`src/rtl/ecc_line_pkg.sv`:
```
package ecc_line_pkg;

  localparam int DATA_W = 64;
  localparam int CHK_W  = 8;
  localparam int ROT_STEP = DATA_W / CHK_W;
  localparam logic [DATA_W-1:0] MASK_SEED = 64'h0738C808099264FF;

  // strobes from control to datapath
  typedef struct packed {
    logic clearAll;
    logic capture;
  } dpStrobe_t;

  // mask for check bit idx: seed rotated left by ROT_STEP*idx
  function automatic logic [DATA_W-1:0] rotMask(input int idx);
    logic [DATA_W-1:0] m;
    m = MASK_SEED;
    for (int s = 0; s < ROT_STEP * idx; s++) begin
      m = {m[DATA_W-2:0], m[DATA_W-1]};
    end
    return m;
  endfunction

endpackage

```
`src/rtl/ecc_line_dp.sv`:
```
module ecc_line_dp
  import ecc_line_pkg::*;
#(
  parameter int NUM_WORDS = 4,
  localparam int IDX_W = $clog2(NUM_WORDS)
) (
  input  logic              clk,
  input  logic              rstN,
  input  dpStrobe_t         strobe,
  input  logic [IDX_W-1:0]  wordIdx,
  input  logic [DATA_W-1:0] rspData,
  input  logic [CHK_W-1:0]  rspCheck,
  output logic [NUM_WORDS-1:0] badMap,
  output logic              sglErr,
  output logic              dblErr,
  output logic [CHK_W-1:0]  lastSyndrome
);

  logic [CHK_W-1:0] calcCheck;
  logic [CHK_W-1:0] syndrome;
  logic isBad;
  logic isSingle;

  for (genvar g = 0; g < CHK_W; g++) begin : gCheck
    localparam logic [DATA_W-1:0] COL_MASK = rotMask(g);
    assign calcCheck[g] = ^(rspData & COL_MASK);
  end

  assign syndrome = calcCheck ^ rspCheck;
  assign isBad    = |syndrome;
  assign isSingle = $onehot(syndrome);

  always_ff @(posedge clk) begin
    if (!rstN) begin
      badMap       <= '0;
      sglErr       <= 1'b0;
      dblErr       <= 1'b0;
      lastSyndrome <= '0;
    end else if (strobe.clearAll) begin
      badMap       <= '0;
      sglErr       <= 1'b0;
      dblErr       <= 1'b0;
      lastSyndrome <= '0;
    end else if (strobe.capture) begin
      for (int b = 0; b < NUM_WORDS; b++) begin
        if (wordIdx == IDX_W'(NUM_WORDS - 1 - b)) badMap[b] <= isBad;
      end
      if (isSingle) sglErr <= 1'b1;
      if (isBad && !isSingle) dblErr <= 1'b1;
      if (isBad) lastSyndrome <= syndrome;
    end
  end

  AST_CLEAR_ON_START: assert property (@(posedge clk) disable iff (!rstN)
    strobe.clearAll |=> (badMap == '0 && !sglErr && !dblErr && lastSyndrome == '0));
  AST_RESULT_HOLD: assert property (@(posedge clk) disable iff (!rstN)
    (!strobe.clearAll && !strobe.capture) |=> ($stable(badMap) && $stable(lastSyndrome)));
  AST_SGL_STICKY: assert property (@(posedge clk) disable iff (!rstN)
    (sglErr && !strobe.clearAll) |=> sglErr);
  AST_DBL_STICKY: assert property (@(posedge clk) disable iff (!rstN)
    (dblErr && !strobe.clearAll) |=> dblErr);
  AST_MAP_HAS_SYN: assert property (@(posedge clk) disable iff (!rstN)
    (badMap != '0) |-> (lastSyndrome != '0));

endmodule

```
`config.mk`:
```
export PLATFORM = sky130hd
export DESIGN_NAME = ecc_line_dp
export DESIGN_NICKNAME = d
export VERILOG_FILES = /design/src/rtl/ecc_line_pkg.sv /design/src/rtl/ecc_line_dp.sv
export SDC_FILE = /design/constraint.sdc
export NUM_CORES = 1
export LEC_CHECK = 0
export CAP_MARGIN = 30
export CORE_UTILIZATION = 32
export DETAILED_ROUTE_END_ITERATION = 8
export PLACE_DENSITY = 0.66
export SYNTH_ARGS = -nofsm -noshare
export SYNTH_HDL_FRONTEND = slang
export SYNTH_SLANG_ARGS = --single-unit
```
`constraint.sdc`:
```
create_clock -name clk -period 5.6 [get_ports clk]
set_input_delay 0.56 -clock clk [delete_from_list [all_inputs] [get_ports clk]]
set_output_delay 0.56 -clock clk [all_outputs]
set_load 0.1 [all_outputs]
```
==> results of run 1 <==
how the worst max path moves through the flow:
stage | start | endpoint
2_1_floorplan | rspData[13] | dblErr$_SDFFE_PP0P_
3_3_place_gp | rspData[13] | dblErr$_SDFFE_PP0P_
3_5_place_dp | rspData[27] | dblErr$_SDFFE_PP0P_
4_1_cts | rspData[27] | dblErr$_SDFFE_PP0P_
5_1_grt | rspData[27] | dblErr$_SDFFE_PP0P_
6_report | rspData[7] | dblErr$_SDFFE_PP0P_
kinds of logic (layout without fill, tap and decap cells):
kind of cell / Yosys count / in the layout
compound gates: 24 / 24
flops: 14 / 14
xor+xnor: 128 / 128
fa+ha+maj: 8 / 8
simple gates: 25 / 25
buf+inv: 18 / 109
worst reg2reg max path, cell delays in order, from the launching register on:
cell	delay, ns
dfxtp_1	0.33
nor2_1	0.05
a211oi_1	0.21
through the flow:
| step | total power (µW) | utilization [%] | instances |
|---|---|---|---|
| after floorplan | 1410 | - | 217 |
| after global placement | 1700 | 48.9 | 381 |
| after detailed placement | 1730 | 48.9 | 381 |
| after CTS | 1830 | 49.8 | 385 |
| after global routing | 2100 | 49.8 | 385 |
| final | 1830 | 49.8 | 385 |
where the power goes:
group,total (µW),internal [µW],switching [µW]
clock network,99.3,62.3,37.0
registers,126,117,8.82
logic,1600,742,860
total,1830,921,906
per-layer routing:
layer | track usage [%] | share of wire (%) | vias up
met5 | 0 | 0 | -
met4 | 1.54 | 0.18 | 0
met3 | 2.65 | 4.9 | 2
met2 | 29.0 | 49 | 42
met1 | 21.6 | 46 | 782
li1 | - | - | 881
cell usage in the layout (no fill, tap or decap), drive strengths merged:
master	synthesis	routed
nand2b	3	3
o21ai	7	7
nand4	1	1
a21oi	10	10
a22oi	1	1
dfxtp	14	14
a2111oi	1	1
clkbuf	2	4
ha	4	4
xnor3	15	15
and3	1	1
fa	4	4
o31ai	1	1
nand3b	1	1
xor3	1	1
nand2	4	4
xor2	13	13
nor3b	1	1
a211oi	4	4
nor4	1	1
inv	14	14
or3	2	2
nor3	2	2
nor2	8	8
or2	1	1
clkdlybuf4s50	0	91
xnor2	99	99
sequential cells by signal, indices dropped and copies added (netlist names):
register      flops
lastSyndrome      8
badMap            4
dblErr            1
sglErr            1
final cells by class:
type | count | area [µm²]
well taps | 77 | 96.3
fillers | 625 | 3240
flip-flops and latches | 14 | 280
repair buffers | 91 | 911
inverters | 14 | 52.6
multi-input cells | 185 | 1820
clock buffers | 4 | 55.1
==> reports/qor.txt, run 1 <==
status: finished, violations left
violated checks: design-rule violations
post-CTS setup buffer count: 0
Final Wtd Congestion: 0.801
Synth Area in Compound Gates: 7.73%
HP Start: lastSyndrome[6]$_SDFFE_PP0P_
All-Layer GR Usage: 16.3%
fraction of the mapped netlist area in adder cells: 5.95%
final WL: 5500 µm
worst rel slew slack: 33.9%
post-synthesis register bit count: 14
Setup Skew: 0 ns
TritonCTS Buffers: 3
simple-gate share of the synthesized area: 6.81%
Yosys top cell area share: 39.3%
Final Net Count: 395
Setup TNS Final: 0 ns
crit-path max FO: 2
Hold Fails Final Rpt: 0
Slew @ Worst Pin: 0.988 ns
fraction of layout cells with a size suffix above 1: 8.12%
via count: 1707
Peak VDD IR: 0.000478 V
htree depth: 1
Avg Cell Area, Syn: 10.1 µm²
die area: 0.00717 mm²
RR Endpoint: badMap[3]$_SDFFE_PP0P_
CP Depth: 19
critical path endpoint category: flop
chip height: 84.7 µm
Setup WS post-layout: 0.488 ns
HPWL Detailed: 4810 µm
Cells after Synth: 217
Seq/Total Area, Yosys: 12.8%
first-pass GRT wire length: 9000 µm
pre-CTS WS: 0.239 ns
Worst R2R Path Depth: 2
Pwr Density: 568 mW/mm²
number of DRC markers in iteration 0: 55
max_cap viols: 0
critical path required time: 5.71 ns
top-count cell post-synth: xnor2_1
FP Rows: 29
CP bufs+invs: 5
Period minus WS final: 5.11 ns
Ports: 92
area grow syn2layout: 47.1%
Post-CTS Hold Buffers: 0
Net Count, Synth: 303
worst hold path endpoint: lastSyndrome[6]$_SDFFE_PP0P_
Async SR Flop Fraction: 0%
Post-synth top cells: xnor2_1 (98), dfxtp_1 (14), inv_1 (14)
CTS tree: built
fin crit share: 91.3%
clock sink total: 14
Starting Density: 33.8%
Leakage: 0.00121 µW
worst hold path type: reg2reg
RSZ-0062 raised after global routing: false
IO buf count: 91
Data arrival, critical path: 5.22 ns
Final Instance Area: 0.00322 mm²
CTS resizes: 0
Post-DRT Antenna Nets: 0
CP Class: in2reg
Crit Reg-Reg Startpoint: badMap[3]$_SDFFE_PP0P_
Crit path largest cell delay: 0.51 ns
Longest Clk Path Bufs: 2
ys flop type: dfxtp_1
EDFF count, synth: 0
post-synthesis cell type count: 35
die span in x: 84.7 µm
Initial DRT Pass Iterations: 6
core area: 0.00646 mm²
mux contribution to synthesized area: 0%
FF-to-FF setup slack: 4.91 ns
Max stage delay cell, worst path: clkdlybuf4s50_1
initial antenna violation count: 0
largest area contributor in the netlist: xnor2_1
family with the most delay on the worst path: adder cells
Clock Pin Slew Worst Setup and Hold Paths: 0.06 ns
vias in the first global route: 1818
largest net degree at the start of global routing: 15
DR DRC count: 4
fmax: 196 MHz
cell area after synthesis: 0.00219 mm²
Antenna Diode Count: 0
DR vias/cell: 4.43
Yosys warnings: 0
largest family of logic cells by synthesized area: XOR/XNOR gates
Synth Area in XOR/XNOR: 62.8%
post-detailed-route wirelength per cell: 14.3 µm
gr ovfl total: 0
max-slew violations: 0
Worst Hold Path Cells: 2
worst skew pair latency: 0.24 ns
Critical Path Source Type: input port
Critical Path, Cell by Cell: clkdlybuf4s50_1 > xor2_1 > xnor2_1 > xnor3_1 > xor3_4 > inv_1 > fa_1 > inv_1 > fa_1 > fa_1 > inv_1 > ha_1 > inv_1 > fa_1 > a2111oi_0 > a21oi_1 > nor2_1 > or3_1 > a21oi_1
Min Hold Slack: 0.455 ns
placed instance area: 0.00316 mm²
main area contributors after synthesis: xnor2_1 (39%), dfxtp_1 (13%), xnor3_1 (8.2%), xor2_1 (5.2%), xnor3_4 (4.8%)
Root Driver: clkbuf_8
final setup vio count: 0
No activity file was read; power rests on OpenSTA's default activity.
==> run 2: changes to the inputs <==
GPL_TIMING_DRIVEN = 0   (was unset)
HOLD_SLACK_MARGIN = 0.03   (was unset)
==> run 2 against run 1 <==
The flow still finishes with violations (design-rule violations). Non-clock buffer count grew 4. Cell area grew 1.0%. Wire length shrank 1.2%. Count of clock-buffer cells in the layout is the same. Sequential power is essentially flat. Critical endpoint unchanged. Combinational power grew 2%. Hold slack lost 0.011 ns.
==> reports/qor.txt, run 2 (synthesis results as in run 1) <==
status: finished, violations left (unchanged)
violated checks: design-rule violations (unchanged)
HP Start: dblErr$_SDFFE_PP0P_ (was lastSyndrome[6]$_SDFFE_PP0P_)
Starting Density: 33.8% (unchanged)
critical path endpoint category: flop (unchanged)
initial antenna violation count: 0 (unchanged)
IO buf count: 91 (unchanged)
post-CTS setup buffer count: 0 (unchanged)
Root Driver: clkbuf_8 (unchanged)
worst skew pair latency: 0.24 ns (about the same)
number of DRC markers in iteration 0: 51 (was 55)
Ports: 92 (unchanged)
Setup Skew: 0 ns (unchanged)
CTS tree: built (unchanged)
Setup TNS Final: 0 ns (unchanged)
CP Class: in2reg (unchanged)
max-slew violations: 0 (unchanged)
fraction of layout cells with a size suffix above 1: 8.65% (was 8.12%)
Data arrival, critical path: 5.35 ns (was 5.22 ns)
Antenna Diode Count: 0 (unchanged)
gr ovfl total: 0 (unchanged)
fmax: 191 MHz (was 196 MHz)
Period minus WS final: 5.24 ns (was 5.11 ns)
TritonCTS Buffers: 3 (unchanged)
Worst Hold Path Cells: 2 (unchanged)
Max stage delay cell, worst path: clkdlybuf4s50_1 (unchanged)
DR vias/cell: 4.39 (was 4.43)
Final Net Count: 399 (was 395)
CTS resizes: 0 (unchanged)
first-pass GRT wire length: 8850 µm (was 9000 µm)
Top reg by flops: lastSyndrome (unchanged)
Crit path largest cell delay: 0.52 ns (was 0.51 ns)
area grow syn2layout: 48.6% (was 47.1%)
Critical Path, Cell by Cell: clkdlybuf4s50_1 > xor2_1 > xnor2_1 > xnor3_1 > xor3_4 > inv_1 > fa_1 > inv_1 > fa_1 > fa_1 > inv_1 > ha_1 > inv_1 > fa_1 > a2111oi_0 > a21oi_1 > nor2_1 > or3_1 > a21oi_1 (unchanged)
Slew @ Worst Pin: 0.990 ns (was 0.988 ns)
post-detailed-route wirelength per cell: 14.0 µm (was 14.3 µm)
Regs by FF count: lastSyndrome (8), badMap (4) (unchanged)
fin crit share: 93.6% (was 91.3%)
Pwr Density: 572 mW/mm² (was 568 mW/mm²)
FP Rows: 29 (unchanged)
CP bufs+invs: 5 (unchanged)
Leakage: 0.00123 µW (was 0.00121 µW)
CP startpoint: rspData[13] (was rspData[7])
All-Layer GR Usage: 15.8% (was 16.3%)
most common cell after layout, fill and taps aside: xnor2_1 (unchanged)
Post-DRT Antenna Nets: 0 (unchanged)
Total Power: 1860 µW (was 1830 µW)
Initial DRT Pass Iterations: 6 (unchanged)
Clock Pin Slew Worst Setup and Hold Paths: 0.06 ns (about the same)
RSZ-0062 raised after global routing: false (unchanged)
Hold Fails Final Rpt: 0 (unchanged)
most frequent cells in the layout: xnor2_1 (98), clkdlybuf4s50_1 (91), inv_1 (14), dfxtp_1 (14), xor2_1 (13) (unchanged)
Peak VDD IR: 0.00102 V (was 0.000478 V)
core area: 0.00646 mm² (unchanged)
chip height: 84.7 µm (unchanged)
max FFs per register: 8 (unchanged)
vias in the first global route: 1843 (was 1818)
worst rel slew slack: 33.8% (was 33.9%)
final setup vio count: 0 (unchanged)
worst hold path type: reg2reg (unchanged)
final WL: 5440 µm (was 5500 µm)
HPWL Detailed: 4760 µm (was 4810 µm)
largest net degree at the start of global routing: 11 (was 15)
family with the most delay on the worst path: adder cells (unchanged)
Worst R2R Path Depth: 2 (unchanged)
max_cap viols: 0 (unchanged)
critical path required time: 5.71 ns (about the same)
Critical Path Source Type: input port (unchanged)
Crit Reg-Reg Startpoint: badMap[1]$_SDFFE_PP0P_ (was badMap[3]$_SDFFE_PP0P_)
Longest Clk Path Bufs: 2 (unchanged)
die span in x: 84.7 µm (unchanged)
Fill cells: 616 (was 625)
htree depth: 1 (unchanged)
clock sink total: 14 (unchanged)
crit-path max FO: 2 (unchanged)
die area: 0.00717 mm² (unchanged)
via count: 1709 (was 1707)
CP Depth: 19 (unchanged)
Final Wtd Congestion: 0.769 (was 0.801)
Post-CTS Hold Buffers: 0 (unchanged)
DR DRC count: 4 (unchanged)
-- run 2: final timing paths --
path                                 end  slack, ns
setup / recovery     dblErr$_SDFFE_PP0P_       0.36
hold / removal       dblErr$_SDFFE_PP0P_       0.44
setup reg to reg  badMap[1]$_SDFFE_PP0P_       4.93
hold reg to reg      dblErr$_SDFFE_PP0P_       0.44
-- run 2: metal layers --
layer  GRT usage (%)  routed length (µm)  vias to the layer above
met1            20.8                2420                      774
met2            27.9                2730                       41
met4            1.69                  34                        0
li1                -                   -                      892
met3            2.65                 258                        2
met5               0                   0                        -
-- run 2: final cells by class --
class	count	area, µm²	share of cell area, %
buffer	4	32.5	1.00
timing repair buffer	91	911	28.0
clock buffer	4	55.1	1.69
inverter	14	52.6	1.62
tap	77	96.3	2.97
sequential	14	280	8.63
multi-input combinational	185	1820	56.0
-- run 2: where the power goes --
part	internal (µW)	switching [µW]
Clock	62.2	36.0
Sequential	117	8.67
Combinational	745	890
Total	924	935
-- run 2: per-stage QoR --
step	util, %	cells	hold WS, ns	worst slack (ns)	cell area [µm²]
after floorplan	-	217	0.768	1.02	2190
after global placement	49.4	385	0.440	0.165	3190
after detailed placement	49.4	385	0.441	0.120	3190
after CTS	50.3	389	0.449	0.344	3250
after global routing	50.3	389	0.484	0.0236	3250
final	50.3	389	0.443	0.357	3250
-- run 2: worst reg2reg max path: cells and delay by family (launching register included) --
| kind | cells | cell delay [ns] |
|---|---|---|
| DFF | 1 | 0.33 |
| AOI/OAI and AO/OA | 1 | 0.20 |
| and+or+nand+nor | 1 | 0.05 |
